<file path="config.mk">
export PLATFORM = sky130hd
export DESIGN_NAME = serial_rx_timeout
export DESIGN_NICKNAME = d
export VERILOG_FILES = /design/src/rtl/srx_pkg.sv /design/src/rtl/srx_frame.sv /design/src/rtl/srx_idle.sv /design/src/rtl/srx_break.sv /design/src/rtl/serial_rx_timeout.sv
export SDC_FILE = /design/constraint.sdc
export NUM_CORES = 1
export LEC_CHECK = 0
export BUFFER_PORTS_ARGS = -buffer_cell sky130_fd_sc_hd__buf_4
export CELL_PAD_IN_SITES_DETAIL_PLACEMENT = 0
export CELL_PAD_IN_SITES_GLOBAL_PLACEMENT = 2
export CORE_MARGIN = 2
export CORE_UTILIZATION = 39
export DETAILED_ROUTE_END_ITERATION = 10
export GPL_TIMING_DRIVEN = 0
export PLACE_DENSITY_LB_ADDON = 0.1
export SYNTH_ARGS = -nofsm -noshare
export SYNTH_HDL_FRONTEND = slang
export SYNTH_HIERARCHICAL = 1
export SYNTH_SLANG_ARGS = --single-unit
</file>
<file path="constraint.sdc">
create_clock -name clk -period 7.1 [get_ports clk]
set_clock_uncertainty 0.2 [all_clocks]
set_input_delay 0 -clock clk [delete_from_list [all_inputs] [get_ports clk]]
set_output_delay 0 -clock clk [all_outputs]
set_load 0.02 [all_outputs]
</file>
<file path="src/rtl/srx_pkg.sv">
package srx_pkg;

    localparam int MIN_LEN  = 5;
    localparam int MAX_LEN  = 14;
    localparam int OSR      = 16;
    localparam int LEN_W    = 4;
    localparam int MAX_BITS = 1 + MAX_LEN + 1 + 2;
    localparam int TICK_W   = $clog2(OSR * MAX_BITS + 1);
    localparam int POS_W    = $clog2(MAX_BITS + 1);
    localparam int SUB_W    = $clog2(OSR);

    typedef struct packed {
        logic [LEN_W-1:0] len;
        logic             par_en;
        logic             par_odd;
        logic             two_stop;
    } frame_cfg_t;

    typedef enum logic [2:0] {
        ST_IDLE,
        ST_START,
        ST_BITS,
        ST_BREAK,
        ST_MARK
    } rx_state_e;

    typedef struct packed {
        logic [MAX_LEN-1:0] data;
        logic               perr;
        logic               ferr;
    } rx_char_t;

    // Character length after clamping to the legal range.
    function automatic logic [LEN_W-1:0] eff_len(input frame_cfg_t c);
        if (c.len < LEN_W'(MIN_LEN))
            return LEN_W'(MIN_LEN);
        else if (c.len > LEN_W'(MAX_LEN))
            return LEN_W'(MAX_LEN);
        else
            return c.len;
    endfunction

    // Number of bit slots that follow the start bit.
    function automatic logic [POS_W-1:0] tail_bits(input frame_cfg_t c);
        return POS_W'(eff_len(c)) + POS_W'(c.par_en) +
               (c.two_stop ? POS_W'(2) : POS_W'(1));
    endfunction

    // One whole character time in enabled samples.
    function automatic logic [TICK_W-1:0] char_ticks(input frame_cfg_t c);
        return TICK_W'(OSR) * (TICK_W'(tail_bits(c)) + TICK_W'(1));
    endfunction

endpackage

</file>
<file path="src/rtl/srx_frame.sv">
module srx_frame
    import srx_pkg::*;
(
    input  logic       clk,
    input  logic       rst,
    input  logic       tick,
    input  logic       rxd,
    input  frame_cfg_t cfg,
    output logic       in_idle,
    output logic       in_break,
    output logic       start_seen,
    output logic       char_done,
    output rx_char_t   char_out,
    output logic       brk_begin,
    output logic       brk_end
);

    localparam logic [SUB_W-1:0] SUB_HALF = SUB_W'(OSR / 2 - 1);
    localparam logic [SUB_W-1:0] SUB_LAST = SUB_W'(OSR - 1);

    rx_state_e          state;
    logic [SUB_W-1:0]   sub;
    logic [POS_W-1:0]   pos;
    logic [MAX_LEN-1:0] shreg;
    logic               par_bit;
    logic               stop_low;
    logic               seen_high;

    logic [LEN_W-1:0]   len_e;
    logic [POS_W-1:0]   nbits;
    logic               is_data;
    logic               is_par;
    logic               is_stop;
    logic               last_pos;
    logic               par_bad;

    always_comb begin
        len_e    = eff_len(cfg);
        nbits    = tail_bits(cfg);
        is_data  = pos < POS_W'(len_e);
        is_par   = cfg.par_en && (pos == POS_W'(len_e));
        is_stop  = pos >= (POS_W'(len_e) + POS_W'(cfg.par_en));
        last_pos = pos == (nbits - POS_W'(1));
        par_bad  = cfg.par_en && ((^shreg ^ par_bit) != cfg.par_odd);
        in_idle  = state == ST_IDLE;
        in_break = state == ST_BREAK;
    end

    always_ff @(posedge clk) begin
        if (rst) begin
            state      <= ST_IDLE;
            sub        <= '0;
            pos        <= '0;
            shreg      <= '0;
            par_bit    <= 1'b0;
            stop_low   <= 1'b0;
            seen_high  <= 1'b0;
            start_seen <= 1'b0;
            char_done  <= 1'b0;
            char_out   <= '0;
            brk_begin  <= 1'b0;
            brk_end    <= 1'b0;
        end else begin
            start_seen <= 1'b0;
            char_done  <= 1'b0;
            brk_begin  <= 1'b0;
            brk_end    <= 1'b0;
            if (tick) begin
                case (state)
                    ST_IDLE: begin
                        if (!rxd) begin
                            state      <= ST_START;
                            sub        <= '0;
                            start_seen <= 1'b1;
                        end
                    end
                    ST_START: begin
                        if (sub == SUB_HALF) begin
                            if (rxd) begin
                                state <= ST_IDLE;
                            end else begin
                                state     <= ST_BITS;
                                sub       <= '0;
                                pos       <= '0;
                                shreg     <= '0;
                                par_bit   <= 1'b0;
                                stop_low  <= 1'b0;
                                seen_high <= 1'b0;
                            end
                        end else begin
                            sub <= sub + 1'b1;
                        end
                    end
                    ST_BITS: begin
                        if (sub == SUB_LAST) begin
                            sub <= '0;
                            pos <= pos + 1'b1;
                            for (int i = 0; i < MAX_LEN; i++) begin
                                if (is_data && (pos == POS_W'(i)))
                                    shreg[i] <= rxd;
                            end
                            if (is_par)
                                par_bit <= rxd;
                            if (is_stop && !rxd)
                                stop_low <= 1'b1;
                            if (rxd)
                                seen_high <= 1'b1;
                            if (last_pos) begin
                                if (!seen_high && !rxd) begin
                                    state     <= ST_BREAK;
                                    brk_begin <= 1'b1;
                                end else begin
                                    char_done     <= 1'b1;
                                    char_out.data <= shreg;
                                    char_out.perr <= par_bad;
                                    char_out.ferr <= stop_low | !rxd;
                                    state <= (stop_low | !rxd) ? ST_MARK : ST_IDLE;
                                end
                            end
                        end else begin
                            sub <= sub + 1'b1;
                        end
                    end
                    ST_BREAK: begin
                        if (rxd) begin
                            state   <= ST_IDLE;
                            brk_end <= 1'b1;
                        end
                    end
                    ST_MARK: begin
                        if (rxd)
                            state <= ST_IDLE;
                    end
                    default: state <= ST_IDLE;
                endcase
            end
        end
    end

endmodule

</file>
<file path="src/rtl/srx_idle.sv">
module srx_idle
    import srx_pkg::*;
#(
    parameter int CNT_W = 16
) (
    input  logic              clk,
    input  logic              rst,
    input  logic              tick,
    input  logic              in_idle,
    input  logic              start_seen,
    input  logic              char_done,
    input  logic [TICK_W-1:0] char_len_ticks,
    input  logic [CNT_W-1:0]  idle_max,
    output logic              idle_irq
);

    logic              armed;
    logic [TICK_W-1:0] tcnt;
    logic [CNT_W-1:0]  chars;
    logic              char_wrap;
    logic              limit_hit;

    always_comb begin
        char_wrap = tcnt == (char_len_ticks - TICK_W'(1));
        limit_hit = (chars + 1'b1) == idle_max;
    end

    always_ff @(posedge clk) begin
        if (rst) begin
            armed    <= 1'b0;
            tcnt     <= '0;
            chars    <= '0;
            idle_irq <= 1'b0;
        end else begin
            idle_irq <= 1'b0;
            if (char_done) begin
                armed <= 1'b1;
                tcnt  <= '0;
                chars <= '0;
            end else if (start_seen) begin
                tcnt  <= '0;
                chars <= '0;
            end else if (tick && armed && in_idle && (idle_max != '0)) begin
                if (char_wrap) begin
                    tcnt <= '0;
                    if (limit_hit) begin
                        idle_irq <= 1'b1;
                        armed    <= 1'b0;
                        chars    <= '0;
                    end else begin
                        chars <= chars + 1'b1;
                    end
                end else begin
                    tcnt <= tcnt + 1'b1;
                end
            end
        end
    end

endmodule

</file>
<file path="src/rtl/srx_break.sv">
module srx_break
    import srx_pkg::*;
#(
    parameter int CNT_W = 16
) (
    input  logic              clk,
    input  logic              rst,
    input  logic              tick,
    input  logic              in_break,
    input  logic              brk_begin,
    input  logic              brk_end,
    input  logic [TICK_W-1:0] char_len_ticks,
    output logic [CNT_W-1:0]  brk_len,
    output logic [CNT_W-1:0]  brk_cnt,
    output logic              brk_done
);

    logic [TICK_W-1:0] tcnt;
    logic [CNT_W-1:0]  run;

    always_ff @(posedge clk) begin
        if (rst) begin
            tcnt     <= '0;
            run      <= '0;
            brk_len  <= '0;
            brk_cnt  <= '0;
            brk_done <= 1'b0;
        end else begin
            brk_done <= 1'b0;
            if (brk_begin) begin
                run  <= CNT_W'(1);
                tcnt <= '0;
                if (brk_cnt != '1)
                    brk_cnt <= brk_cnt + 1'b1;
            end else if (brk_end) begin
                brk_len  <= run;
                brk_done <= 1'b1;
            end else if (tick && in_break) begin
                if (tcnt == (char_len_ticks - TICK_W'(1))) begin
                    tcnt <= '0;
                    if (run != '1)
                        run <= run + 1'b1;
                end else begin
                    tcnt <= tcnt + 1'b1;
                end
            end
        end
    end

endmodule

</file>
<file path="src/rtl/serial_rx_timeout.sv">
module serial_rx_timeout
    import srx_pkg::*;
#(
    parameter int CNT_W = 16
) (
    input  logic               clk,
    input  logic               rst,
    input  logic               tick,
    input  logic               rxd,
    input  logic [LEN_W-1:0]   cfg_len,
    input  logic               cfg_par_en,
    input  logic               cfg_par_odd,
    input  logic               cfg_two_stop,
    input  logic [CNT_W-1:0]   cfg_idle_max,
    output logic               rx_valid,
    output logic [MAX_LEN-1:0] rx_data,
    output logic               rx_perr,
    output logic               rx_ferr,
    output logic               idle_irq,
    output logic               brk_done,
    output logic [CNT_W-1:0]   brk_len,
    output logic [CNT_W-1:0]   brk_cnt
);

    frame_cfg_t        cfg;
    logic [TICK_W-1:0] frame_ticks;
    rx_char_t          ch;
    logic              in_idle;
    logic              in_break;
    logic              start_seen;
    logic              brk_begin;
    logic              brk_end;

    always_comb begin
        cfg.len      = cfg_len;
        cfg.par_en   = cfg_par_en;
        cfg.par_odd  = cfg_par_odd;
        cfg.two_stop = cfg_two_stop;
        frame_ticks  = char_ticks(cfg);
    end

    srx_frame u_frame (
        .clk        (clk),
        .rst        (rst),
        .tick       (tick),
        .rxd        (rxd),
        .cfg        (cfg),
        .in_idle    (in_idle),
        .in_break   (in_break),
        .start_seen (start_seen),
        .char_done  (rx_valid),
        .char_out   (ch),
        .brk_begin  (brk_begin),
        .brk_end    (brk_end)
    );

    srx_idle #(.CNT_W(CNT_W)) u_idle (
        .clk            (clk),
        .rst            (rst),
        .tick           (tick),
        .in_idle        (in_idle),
        .start_seen     (start_seen),
        .char_done      (rx_valid),
        .char_len_ticks (frame_ticks),
        .idle_max       (cfg_idle_max),
        .idle_irq       (idle_irq)
    );

    srx_break #(.CNT_W(CNT_W)) u_break (
        .clk            (clk),
        .rst            (rst),
        .tick           (tick),
        .in_break       (in_break),
        .brk_begin      (brk_begin),
        .brk_end        (brk_end),
        .char_len_ticks (frame_ticks),
        .brk_len        (brk_len),
        .brk_cnt        (brk_cnt),
        .brk_done       (brk_done)
    );

    always_comb begin
        rx_data = ch.data;
        rx_perr = ch.perr;
        rx_ferr = ch.ferr;
    end

endmodule

</file>
# Word level (Yosys, flattened, before mapping)
# Index checks and enable logic that the tools add are counted.
[op_classes] add_sub_neg=12 order_cmp=4 n_eq_ne=52 muxes=68 bitwise=13 n_reduce_logical=71
[op_table] operator="6-bit AND reduction" count=18
[op_table] operator="16-bit by 1-bit adder with 16-bit output (second input constant)" count=3
[op_table] operator="14-bit 2-to-1 mux" count=3
[op_table] operator="2-bit by 1-bit inequality test with 1-bit output (second input constant)" count=21
[op_table] operator="1-bit 2-to-1 mux" count=38
[op_table] operator="16-bit inequality test (second input constant)" count=2
[op_table] operator="5-bit by 4-bit == test with 1-bit output (second input constant)" count=6
[op_table] operator="14-bit one-hot mux with 2 select lines" count=1
[op_table] operator="1-bit logical AND" count=22
[op_table] operator="3-bit 2-to-1 mux" count=7
[op_table] operator="5-bit by 3-bit == test with 1-bit output (second input constant)" count=4
[op_table] operator="4-bit 2-to-1 mux" count=5
[op_table] operator="9-bit by 1-bit adder with 9-bit output (second input constant)" count=2
[op_table] operator="9-bit == test" count=2
[op_table] operator="9-bit 2-to-1 mux" count=2
[op_table] operator="16-bit == test" count=1
[op_table] operator="16-bit 2-to-1 mux" count=1
[op_table] operator="16-bit nonzero test" count=1
[op_table] operator="5-bit 2-to-1 mux" count=3
[op_table] operator="2-bit nonzero test" count=7
[op_table] operator="14-bit parity" count=1
[op_table] operator="3-bit one-hot mux with 4 select lines" count=1
[op_table] operator="4-bit one-hot mux with 3 select lines" count=1
[op_table] operator="4-bit AND reduction" count=3
[op_table] operator="other kinds (36)" count=65
[word_totals] register_bits=134 inputBits=27 out_inout_bits=51 wordCells=257

# Depth between registers and ports, before layout
[depth] depth_word=12 ltp_mapped=19 depth_no_buf=18

# Hierarchy
# Netlist, hierarchy kept.
[by_module_without_submodules] mod="srx_break" n_inst=1 cells_per_inst=363 area_each_um2=3009.1 seq_area_each_um2=1161.1
[by_module_without_submodules] mod="srx_frame" n_inst=1 cells_per_inst=343 area_each_um2=2996.6 seq_area_each_um2=980.9
[by_module_without_submodules] mod="srx_idle" n_inst=1 cells_per_inst=296 area_each_um2=2239.6 seq_area_each_um2=540.5
[by_module_without_submodules] mod="serial_rx_timeout" n_inst=1 cells_per_inst=26 area_each_um2=190.2 seq_area_each_um2=0.0

# Least setup slack after synthesis
# OpenSTA, ideal clock, no wires.
[synth_timing] path_kind="input-to-reg" startpoint="input cfg_len[3]" endpoint="register u_frame/char_out[2] (netlist name)" setup_ns=0.129 arrival_time_ns=3.151 t_required_ns=6.771 setup_slack_ns=3.621 path_stages=14 path_buffers=1 cell_sequence="inv_1 > maj3_1 > ha_1 > ha_1 > xnor2_1 > ha_1 > ha_1 > xor2_1 > nor3_1 > inv_1 > a2111oi_4 > buf_6 > mux2i_1 > nor2_1"
[synth_between] elab_chain_cells=8 word_cells_on_any_way=9 cone_classes="3 x add/sub; 2 x order compare; 1 x eq/ne; 2 x mux; 1 x reduce/logical"
[synth_rtl] item="from (decl)" line="serial_rx_timeout.sv:10" text="input logic [LEN_W-1:0] cfg_len,"
[synth_rtl] item="4-bit greater-than comparator" line="srx_pkg.sv:37" text="else if (c.len > LEN_W'(MAX_LEN))"
[synth_rtl] item="4-bit 2-to-1 mux" line="srx_pkg.sv:37"
[synth_rtl] item="4-bit 2-to-1 mux *" line="srx_pkg.sv:35" text="if (c.len < LEN_W'(MIN_LEN))"
[synth_rtl] item="4-bit by 1-bit adder with 5-bit output *" line="srx_pkg.sv:45" text="return POS_W'(eff_len(c)) + POS_W'(c.par_en) +"
[synth_rtl] item="5-bit adder *" line="srx_pkg.sv:45"
[synth_rtl] item="5-bit by 1-bit subtractor with 5-bit output *" line="srx_frame.sv:43" text="last_pos = pos == (nbits - POS_W'(1));"
[synth_rtl] item="5-bit == test *" line="srx_frame.sv:43"
[synth_rtl] item="5-bit AND reduction (no line) *"
[synth_rtl] item="to (decl)" line="srx_frame.sv:13" text="output rx_char_t char_out,"
# Mark *: on every way between the ends. The rest lies on a longest branch, timed or not.
# A chain may end at the register's enable or synchronous reset.

# Worst setup path in the final report
[layout_timing] startpoint="input cfg_par_en" endpoint="register u_frame/char_out[6] (netlist name)"
[layout_between] elab_chain_cells=5
[layout_rtl] item="from (decl)" line="serial_rx_timeout.sv:11" text="input logic cfg_par_en,"
[layout_rtl] item="4-bit by 1-bit adder with 5-bit output" line="srx_pkg.sv:45"
[layout_rtl] item="5-bit adder" line="srx_pkg.sv:45"
[layout_rtl] item="5-bit by 1-bit subtractor with 5-bit output" line="srx_frame.sv:43"
[layout_rtl] item="5-bit == test" line="srx_frame.sv:43"
[layout_rtl] item="5-bit AND reduction (no line)"
# Every way passes these cells.

==> qor.txt <==
Status - complete, no violations
Post-route cell area - 10,200 µm²
Top_reg_cell synth - dfxtp_1
Power share of the clock group - 0.455
Pin count of the biggest net entering global routing - 19
Ys Warns - 6
Worst-Margin Slew - 1.01 ns
Final worst path period share - 0.546
Reg power frac - 0.385
Die Span X - 151 µm
Initial DRC count - 282
# fillers - 2,145
Post-Synthesis Cells - 1,028
Critical Path AT - 3.98 ns
Via Count - 7,588
Core area - 21,200 µm²
Global-route wire length before repair - 35.7 mm
Sw Ratio - 0.299
ANT cells - 0
PD cells - 195 nW/µm²
Post-route ant nets - 0
Switching power total - 0.000593 W
Number of port buffers - 77
Fraction of layout cells with a size suffix above 1 - 0.137
Critical path type - primary input to flop
Xor and xnor area share after synthesis - 0.105
Synth top area share - 0.318
Placed Cells - 1,422
P_int - 0.00139 W
Synth Area in Simple Gates - 0.308
Dpl cell area - 9520 µm²
Setup TNS Final - 0 ns
Post-DR vias/cell - 5.20
RR Startpoint - u_frame/state[2]
Tmin final - 3.88 ns
Max IR drop VDD - 0.000149 V
Htree depth - 4
CTS Buffer Depth - 2
Logic pwr share - 0.160
DP Wirelength - 16.1 mm
Initial Util - 0.399
Hold Violations, Final - 0
Area contributors post-synth - dfxtp_1 (32%), xnor2_1 (6.5%), mux2i_1 (5.3%)
Post-synth ARST share - 0
CTS tree - done
Number of synthesized flops with an enable pin - 0
Setup WS post-layout - 3.22 ns
Startpoint types - primary input
Max frequency - 258 MHz
Pre-antenna DRT Iters - 5
HP Start - cfg_par_odd
I/O Pins - 78
Synth Area in Compound Gates - 0.122
Register area - 2680 µm²
Worst reg2reg path depth - 9
Crit end category - flop
CTS Buf Count - 17
Final setup viols - 0
GR Util All Layers - 0.196
Critical Path RT - 7.20 ns
FF+latch count, synth - 134
Synth Cell Area - 8440 µm²
Non-filler cells in the finished layout - 1,459
Die area - 22,800 µm²
Placement Setup Slack - 2.63 ns
Clk_lat worst skew - 0.43 ns
Slew Viols, Final - 0
Synth Area in Adders - 0.0507
Post-Route WL - 21.6 mm
Rows - 53
Drt wl/cell - 14.8 µm
Die height - 151 µm
Post-synthesis cell type with the largest combined area - dfxtp_1
Sink Count - 134
Post-CTS sizing - 0
Hold Path Class - primary input to flop
P&R area growth vs syn - 20.5%
Hold depth - 7
Unrepaired setup endpoints after global routing - no
Largest family of logic cells by synthesized area - simple AND/OR/NAND/NOR gates
Leakage - 3.87 nW
Vias in the first global route - 7,133
Syn avg cell area - 8.21 µm²
Final #Nets - 1,230
Total gr overflow - 0
Seq/Total Area, Yosys - 0.318
Max cap viols - 0
Worst-path maximum fanout - 10
Synth cell types - 83
Worst slew margin - 0.321
Initial antenna violation count - 0
Root buf cell - clkbuf_16
Routability Congestion - 0.823
Clock transition at path regs - 0.07 ns
Multi-input gate area - 5560 µm²
Worst setup path start - cfg_par_en
Multiplexer area fraction after synthesis - 0.0534
DRC - 0
==> through the flow <==
stage / hold slack [ns] / power, W / util
4_1_cts: 0.0712 / 0.00202 / 0.480
2_1_floorplan: -0.121 / 0.00102 / -
3_5_place_dp: 0.132 / 0.00110 / 0.450
5_1_grt: 0.111 / 0.00209 / 0.481
6_report: 0.0822 / 0.00198 / 0.481
3_3_place_gp: 0.129 / 0.00110 / 0.450
==> metal layers <==
metal,vias up,global-route usage,routed length [µm]
li1,3913,-,-
met1,3520,0.260,10400
met2,137,0.324,10200
met3,18,0.0389,716
met4,0,0.0542,281
met5,-,0,0
==> sequential cells by signal, summed over array words and instances (netlist names), 5 cells and up <==
signal / flops
u_idle/chars: 16
u_break/run: 16
u_break/tcnt: 9
u_frame/shreg: 14
u_break/brk_cnt: 16
u_frame/pos: 5
u_idle/tcnt: 9
u_frame/char_out: 16
u_break/brk_len: 16
==> power groups by stage <==
stage | logic [W] | clock network, W | registers, W
floorplan | 0.000236 | 0 | 0.000780
global placement | 0.000317 | 0 | 0.000781
detailed placement | 0.000316 | 0 | 0.000782
CTS | 0.000319 | 0.000934 | 0.000764
global route | 0.000359 | 0.000967 | 0.000765
finish | 0.000318 | 0.000902 | 0.000764
==> worst max-delay path: stages <==
cell	delay, ns
dlygate4sd3_1	0.53
buf_4	0.18
ha_1	0.20
ha_1	0.24
xor2_2	0.33
xnor2_1	0.12
ha_1	0.31
xor2_1	0.14
nor3_1	0.41
inv_1	0.16
a2111oi_4	0.81
buf_6	0.27
mux2i_1	0.20
nor2_1	0.05
==> cell usage after synthesis, types with 19 or more instances <==
cell,count
nor3_1,41
or3_1,20
mux2i_1,45
nor2_1,96
nor4_1,19
nand2b_1,20
dfxtp_1,134
ha_1,31
inv_1,29
a21oi_1,55
nand3_1,57
nand4_1,29
nand2_1,101
xnor2_1,63
xor2_1,36
clkbuf_1,35
==> layout by cell type, fill, tap and decap left out, types with 5 or more instances in the layout <==
cell,synthesis,final
a21oi_1,55,55
and4_1,9,9
a22oi_1,5,5
nand2b_1,20,20
or4_1,7,7
nand4_1,29,29
conb_1,1,43
a31oi_1,8,8
nor2b_1,12,12
dfxtp_1,134,134
xnor2_1,63,63
nand2_1,101,101
mux2i_1,45,45
nor3b_1,5,5
clkbuf_16,0,17
inv_1,29,29
and2_1,13,13
buf_2,12,12
o21ai_0,13,13
xor2_1,36,36
or2_2,5,5
nor2_1,96,96
clkbuf_1,35,35
inv_6,0,6
nand3b_1,7,7
and3_1,11,11
or3_1,20,20
nor4_1,19,18
ha_1,31,31
o211ai_1,7,7
nor4_2,6,7
o31ai_1,9,9
nor3_1,41,41
buf_4,4,81
o21a_1,6,6
nand3_1,57,57
a211oi_1,6,6
==> repair_timing <==
action	in CTS	in global routing
endpoints found under the setup margin	0	0
hold buffers	4	0
setup buffers	0	0
hold endpoints to repair	25	0
==> cell type report <==
cell class,count,area share
Sequential cell,134,0.264
Clock inverter,14,0.0156
Buffer,54,0.0244
Multi-Input combinational cell,853,0.547
Timing Repair Buffer,82,0.0613
Inverter,29,0.0107
Clock buffer,18,0.0432
Tap cell,275,0.0338
==> cell families after synthesis <==
kind of cell,after synthesis
XOR/XNOR,100
adder cells (fa/ha/maj),34
AND/OR/NAND/NOR,480
flip-flops,134
AO/OA/AOI/OAI,151
multiplexers,45
other,1
buffers and inverters,83
==> final timing paths <==
kind	slack, ns	end
setup / recovery	3.22	u_frame/char_out[6]
hold / removal	0.08	u_frame/char_out[1]
setup reg to reg	3.70	u_frame/char_out[6]
hold reg to reg	0.26	u_break/brk_len[14]
No activity file was read; power rests on OpenSTA's default activity.
